$ cat config.mk
export PLATFORM = sky130hd
export DESIGN_NAME = sys_addr_decode
export DESIGN_NICKNAME = d
export VERILOG_FILES = /design/src/rtl/sad_pkg.sv /design/src/rtl/sad_rule_bank.sv /design/src/rtl/sad_abort_resp.sv /design/src/rtl/sys_addr_decode.sv
export SDC_FILE = /design/constraint.sdc
export NUM_CORES = 2
export LEC_CHECK = 0
export BUFFER_PORTS_ARGS = -buffer_cell sky130_fd_sc_hd__clkbuf_2
export CORE_ASPECT_RATIO = 1.25
export CORE_MARGIN = 2
export CORE_UTILIZATION = 52
export CTS_CLUSTER_SIZE = 8
export DETAILED_ROUTE_END_ITERATION = 10
export MAX_ROUTING_LAYER = met4
export PLACE_DENSITY = 0.71
export SYNTH_ARGS = -nofsm -noshare
export SYNTH_HDL_FRONTEND = slang
export SYNTH_HIERARCHICAL = 1
export SYNTH_SLANG_ARGS = --single-unit
export TNS_END_PERCENT = 1
$ cat constraint.sdc
create_clock -name clk -period 5.3 [get_ports clk]
set_clock_uncertainty 0.15 [all_clocks]
set_input_delay 1.06 -clock clk [delete_from_list [all_inputs] [get_ports clk]]
set_output_delay 1.06 -clock clk [all_outputs]
set_load 0.02 [all_outputs]
$ cat src/rtl/sad_pkg.sv
package sad_pkg;
  localparam logic [2:0] CLS_HOME  = 3'd0;
  localparam logic [2:0] CLS_CFG   = 3'd1;
  localparam logic [2:0] CLS_TRUST = 3'd2;
  localparam logic [2:0] CLS_MMIO  = 3'd3;
  localparam logic [2:0] CLS_IO    = 3'd4;
  localparam logic [2:0] CLS_ABORT = 3'd5;

  // inclusive window test on granule numbers
  function automatic logic in_window(input logic [31:0] g, input logic [31:0] lo,
                                     input logic [31:0] hi);
    return (g >= lo) && (g <= hi);
  endfunction

  // way index: selector bits masked to 2^ways_log ways
  function automatic logic [2:0] way_index(input logic [2:0] sel, input logic [1:0] ways_log);
    logic [2:0] mask;
    mask = 3'((4'd1 << ways_log) - 4'd1);
    return sel & mask;
  endfunction

  // node ID for a way out of the 8-entry list
  function automatic logic [2:0] pick_node(input logic [23:0] list, input logic [2:0] way);
    return list[3*way +: 3];
  endfunction

  // legacy codes above IO map to abort
  function automatic logic [2:0] legacy_class(input logic [2:0] code);
    return (code > CLS_IO) ? CLS_ABORT : code;
  endfunction
endpackage

$ cat src/rtl/sad_rule_bank.sv
module sad_rule_bank #(
  parameter int NUM = 4,
  parameter int RW = 16,
  parameter logic [1:0] TID = 2'd0
) (
  input  logic          clk,
  input  logic          rst_n,
  input  logic          wr_en,
  input  logic [7:0]    wr_addr,
  input  logic [31:0]   wr_data,
  input  logic [RW-1:0] req_gran,
  output logic          hit,
  output logic [31:0]   hit_attr
);
  import sad_pkg::*;

  logic [RW-1:0] base_q [NUM];
  logic [RW-1:0] lim_q  [NUM];
  logic [31:0]   attr_q [NUM];
  logic [NUM-1:0] match;
  logic tbl_sel;
  logic bank_unused;

  assign tbl_sel = wr_en && (wr_addr[7:6] == TID);
  assign bank_unused = ^wr_data;

  for (genvar i = 0; i < NUM; i++) begin : g_entry
    logic ent_sel;
    assign ent_sel = tbl_sel && (wr_addr[5:2] == 4'(i));
    always_ff @(posedge clk or negedge rst_n) begin
      if (!rst_n) begin
        base_q[i] <= '0;
        lim_q[i]  <= '0;
        attr_q[i] <= '0;
      end else if (ent_sel) begin
        case (wr_addr[1:0])
          2'd0: base_q[i] <= wr_data[RW-1:0];
          2'd1: lim_q[i]  <= wr_data[RW-1:0];
          2'd2: attr_q[i] <= wr_data;
          default: ;
        endcase
      end
    end
    assign match[i] = attr_q[i][0] &&
                      in_window(32'(req_gran), 32'(base_q[i]), 32'(lim_q[i]));
  end

  always_comb begin
    hit = |match;
    hit_attr = '0;
    for (int k = NUM - 1; k >= 0; k--) begin
      if (match[k]) hit_attr = attr_q[k];
    end
  end
endmodule

$ cat src/rtl/sad_abort_resp.sv
module sad_abort_resp #(
  parameter int DATA_W = 64
) (
  input  logic              is_abort,
  input  logic              is_write,
  output logic [DATA_W-1:0] rdata,
  output logic              wr_commit
);
  assign rdata = (is_abort && !is_write) ? '1 : '0;
  assign wr_commit = is_write && !is_abort;
endmodule

$ cat src/rtl/sys_addr_decode.sv
module sys_addr_decode #(
  parameter int ADDR_W = 40,
  parameter int DATA_W = 64,
  parameter int N_LEG = 4,
  parameter int N_DRAM = 4,
  parameter int N_MMIO = 16,
  parameter int LEG_SHIFT = 12,
  parameter int RNG_SHIFT = 24,
  parameter int DRAM_SEL_LO = 6,
  parameter int CFG_SEL_LO = 20
) (
  input  logic              clk,
  input  logic              rst_n,
  input  logic              cfg_we,
  input  logic [7:0]        cfg_addr,
  input  logic [31:0]       cfg_wdata,
  input  logic              req_valid,
  input  logic              req_write,
  input  logic [ADDR_W-1:0] req_addr,
  output logic              rsp_valid,
  output logic [2:0]        rsp_class,
  output logic [2:0]        rsp_target,
  output logic              rsp_abort,
  output logic [DATA_W-1:0] rsp_rdata,
  output logic              rsp_wr_commit
);
  import sad_pkg::*;

  localparam int LEG_RW = ADDR_W - LEG_SHIFT;
  localparam int RNG_RW = ADDR_W - RNG_SHIFT;

  logic        leg_hit, cfgi_hit, dram_hit, mmio_hit;
  logic [31:0] leg_attr, cfgi_attr, dram_attr, mmio_attr;
  logic [2:0]  dec_class, dec_target;
  logic        dec_abort, dec_commit;
  logic [DATA_W-1:0] dec_rdata;
  logic        top_unused;

  wire [LEG_RW-1:0] leg_gran = req_addr[ADDR_W-1:LEG_SHIFT];
  wire [RNG_RW-1:0] rng_gran = req_addr[ADDR_W-1:RNG_SHIFT];

  assign top_unused = ^{req_addr, leg_attr, cfgi_attr, dram_attr, mmio_attr};

  sad_rule_bank #(.NUM(N_LEG), .RW(LEG_RW), .TID(2'd0)) u_leg (
    .clk(clk), .rst_n(rst_n), .wr_en(cfg_we), .wr_addr(cfg_addr), .wr_data(cfg_wdata),
    .req_gran(leg_gran), .hit(leg_hit), .hit_attr(leg_attr));

  sad_rule_bank #(.NUM(1), .RW(RNG_RW), .TID(2'd1)) u_cfgi (
    .clk(clk), .rst_n(rst_n), .wr_en(cfg_we), .wr_addr(cfg_addr), .wr_data(cfg_wdata),
    .req_gran(rng_gran), .hit(cfgi_hit), .hit_attr(cfgi_attr));

  sad_rule_bank #(.NUM(N_DRAM), .RW(RNG_RW), .TID(2'd2)) u_dram (
    .clk(clk), .rst_n(rst_n), .wr_en(cfg_we), .wr_addr(cfg_addr), .wr_data(cfg_wdata),
    .req_gran(rng_gran), .hit(dram_hit), .hit_attr(dram_attr));

  sad_rule_bank #(.NUM(N_MMIO), .RW(RNG_RW), .TID(2'd3)) u_mmio (
    .clk(clk), .rst_n(rst_n), .wr_en(cfg_we), .wr_addr(cfg_addr), .wr_data(cfg_wdata),
    .req_gran(rng_gran), .hit(mmio_hit), .hit_attr(mmio_attr));

  // fixed priority: legacy > config window > DRAM > MMIO > abort
  always_comb begin
    dec_class  = CLS_ABORT;
    dec_target = 3'd0;
    if (leg_hit) begin
      dec_class  = legacy_class(leg_attr[3:1]);
      dec_target = leg_attr[6:4];
    end else if (cfgi_hit) begin
      dec_class  = CLS_CFG;
      dec_target = pick_node(cfgi_attr[31:8],
                             way_index(req_addr[CFG_SEL_LO +: 3], cfgi_attr[2:1]));
    end else if (dram_hit) begin
      dec_class  = CLS_HOME;
      dec_target = pick_node(dram_attr[31:8],
                             way_index(req_addr[DRAM_SEL_LO +: 3], dram_attr[2:1]));
    end else if (mmio_hit) begin
      dec_class  = CLS_MMIO;
      dec_target = mmio_attr[6:4];
    end
    if (dec_class == CLS_ABORT) dec_target = 3'd0;
  end

  assign dec_abort = (dec_class == CLS_ABORT);

  sad_abort_resp #(.DATA_W(DATA_W)) u_abort (
    .is_abort(dec_abort), .is_write(req_write), .rdata(dec_rdata), .wr_commit(dec_commit));

  always_ff @(posedge clk or negedge rst_n) begin
    if (!rst_n) begin
      rsp_valid     <= 1'b0;
      rsp_class     <= CLS_ABORT;
      rsp_target    <= 3'd0;
      rsp_abort     <= 1'b0;
      rsp_rdata     <= '0;
      rsp_wr_commit <= 1'b0;
    end else begin
      rsp_valid     <= req_valid;
      rsp_class     <= dec_class;
      rsp_target    <= dec_target;
      rsp_abort     <= dec_abort && req_valid;
      rsp_rdata     <= req_valid ? dec_rdata : '0;
      rsp_wr_commit <= dec_commit && req_valid;
    end
  end
endmodule

==> results.json <==
{
  "outcome": "finished, final reports clean",
  "die-width_um": 332.1,
  "wl_per_cell_um": 21.83,
  "syn_inst": 6965,
  "grt_usage_pct": 29.08,
  "drive_gt1_share_pct": 19.72,
  "antenna_found_initial": 13,
  "root_buffer": "clkbuf_16",
  "p_sw_mw": 6.448,
  "regToRegSetupSlack_ps": 970,
  "cts_tree": "yes",
  "portBuffers": 148,
  "overflow": 0,
  "clk_latency_ps": 810,
  "multi_input_area_sq_um": 34360,
  "path_class": "in -> reg",
  "worst_pin_slew_ps": 1199,
  "critPathLaunchType": "input pin",
  "holdWs_ps": 70.23,
  "die_h_um": 414.1,
  "fillCellCount": 11120,
  "netlist_area_sq_um": 69950,
  "grt_pass1_wl_mm": 302.5,
  "hp-class": "in -> async",
  "routabilityCongestion": 0.9017,
  "critPathMaxFanout": 18,
  "cts_resized": 0,
  "p_int_mw": 16.74,
  "layout_min_cycle_time_ps": 4745,
  "clock_path_buffers": 3,
  "grt_pass1_vias": 53400,
  "path_clk_slew_ps": 50,
  "cp-end-kind": "register",
  "htreeDepth": 4,
  "vias": 52260,
  "drv_slew": 0,
  "rsz0062_at_grt": "no",
  "swShare_pct": 27.81,
  "drt_iter0_drc": 4106,
  "syn_avg_cell_area_sq_um": 10.04,
  "fin_crit_sh_pct": 89.52,
  "cts_buffers": 168,
  "die_area_sq_um": 137500,
  "rows": 150,
  "setup_viol": 0,
  "pwr-share-comb_pct": 15.1,
  "wirelength_mm": 194.2,
  "drv_cap": 0,
  "coreArea_sq_um": 133600,
  "dpl.hpwl_mm": 128.4,
  "pre_cts_slack_ps": -165.3,
  "fin_tns_setup_ps": 0,
  "numClockSinks": 1196,
  "regArea_sq_um": 29930,
  "start_util_pct": 52.35,
  "arrival_ps": 5220,
  "power_frac_clock_pct": 41.9,
  "drt-vias-per-instance": 5.873,
  "post_cts_buffers": 0,
  "route.detailed.drc": 0,
  "area_delta_synth_final_pct": 11.88,
  "synth_nets": 7946,
  "powerDensity_nw_per_um2": 296.2,
  "fmax_ghz": 0.2108,
  "io_pins": 158,
  "antenna_left": 0,
  "grt_max_degree": 138,
  "peakVddDrop_mv": 0.3355,
  "p_leak_nw": 38.56,
  "power.share.sequential_pct": 43.0,
  "crit_required_ps": 5780,
  "postLayoutCoreUtil_pct": 58.57,
  "ctsHoldBuffers": 0,
  "layout.nets": 8091,
  "hold_viol": 0,
  "max-slew-margin-rel_pct": 20.05,
  "drt_pass1_iterations": 7,
  "yosys_warnings": 6,
  "worst_slack_ps": 555.3
}
[worst max-delay path: stages]
cell	delay (ps)
buf_4	210
buf_12	250
buf_12	180
ha_1	260
a211oi_1	280
nand2_1	100
o41ai_2	430
a21boi_2	180
and2_1	250
a222oi_1	500
buf_4	210
o21ai_4	110
mux2i_1	160
o211ai_1	310
a31oi_1	150
a2111oi_0	500
[cell type report]
| class | count | area share [%] |
|---|---|---|
| inverter | 953 | 4.575 |
| clock buffer | 178 | 5.432 |
| timing repair buffer | 448 | 4.598 |
| sequential | 1196 | 38.24 |
| clock inverter | 18 | 0.4156 |
| multi-input combinational | 4343 | 43.90 |
| tap | 1748 | 2.794 |
| antenna | 14 | 0.04476 |
[layout by cell type, fill, tap and decap left out, types with 14 or more instances in the layout]
| cell type | instances |
|---|---|
| nand2b_1 | 29 |
| and3_1 | 22 |
| nor2_1 | 127 |
| nor3b_1 | 15 |
| a222oi_1 | 25 |
| and2_1 | 76 |
| dfrtp_1 | 1194 |
| clkbuf_2 | 116 |
| mux2i_1 | 14 |
| diode_2 | 14 |
| a211o_1 | 16 |
| clkbuf_16 | 168 |
| o31ai_1 | 14 |
| a211oi_1 | 50 |
| buf_12 | 42 |
| o211ai_1 | 48 |
| ha_1 | 896 |
| a221oi_1 | 48 |
| nand2_1 | 696 |
| a21o_1 | 58 |
| a2111oi_0 | 19 |
| mux2_2 | 686 |
| a31oi_1 | 21 |
| nand3_1 | 111 |
| o21ai_0 | 570 |
| a21oi_1 | 270 |
| inv_1 | 952 |
| o21a_1 | 41 |
| buf_4 | 290 |
| nor2b_1 | 47 |
| nand4_1 | 105 |
| nor3_1 | 68 |
| nor4_1 | 22 |
| and4_1 | 15 |
[path summary, 6_finish.rpt]
kind / startpoint / endpoint / depth (start not counted)
worst min register to register: u_mmio/attr_q[292] / u_mmio/attr_q[292] / 1
worst max-delay path: req_addr[35] / rsp_target[0] / 16
worst min-delay path: rst_n / u_mmio/lim_q[154] / 1
max in group asynchronous: rst_n / u_mmio/base_q[115] / 2
min in group clk: u_mmio/attr_q[292] / u_mmio/attr_q[292] / 1
worst max register to register: u_dram/base_q[48] / rsp_target[0] / 14
[power by group through the flow]
stage               Clock, mW  Sequential (mW)  Combinational (mW)
floorplan                   0             10.1                2.07
global placement            0             10.1                3.29
detailed placement          0             10.1                3.44
CTS                      9.91             9.97                3.47
global route             10.3             10.0                3.89
finish                   9.72             9.97                3.49
[flip-flops by register name, indices dropped and copies added (netlist names)]
name / cells
u_mmio/base_q: 256
u_mmio/lim_q: 256
u_leg/base_q: 112
u_leg/lim_q: 112
u_dram/attr_q: 108
rsp_rdata: 64
u_dram/base_q: 64
u_dram/lim_q: 64
u_mmio/attr_q: 64
u_leg/attr_q: 28
u_cfgi/attr_q: 27
u_cfgi/base_q: 16
u_cfgi/lim_q: 16
rsp_class: 3
rsp_target: 3
rsp_abort: 1
rsp_valid: 1
rsp_wr_commit: 1
[per-layer routing]
| layer | track usage, % | share of wire, % | up-vias |
|---|---|---|---|
| met4 | 11.96 | 4.2 | 0 |
| li1 | - | - | 24180 |
| met1 | 35.62 | 41 | 25950 |
| met5 | - | 0 | - |
| met2 | 47.99 | 48 | 1682 |
| met3 | 4.592 | 6.0 | 440 |
[per-stage QoR]
| step | cell area [sq um] | power, mW | cells |
|---|---|---|---|
| floorplan | 69960 | 12.21 | 6965 |
| global placement | 73650 | 13.38 | 8688 |
| detailed placement | 73650 | 13.55 | 8688 |
| CTS | 78230 | 23.35 | 8884 |
| global route | 78250 | 24.17 | 8893 |
| finish | 78270 | 23.19 | 8898 |
No activity file was read; power rests on OpenSTA's default activity.
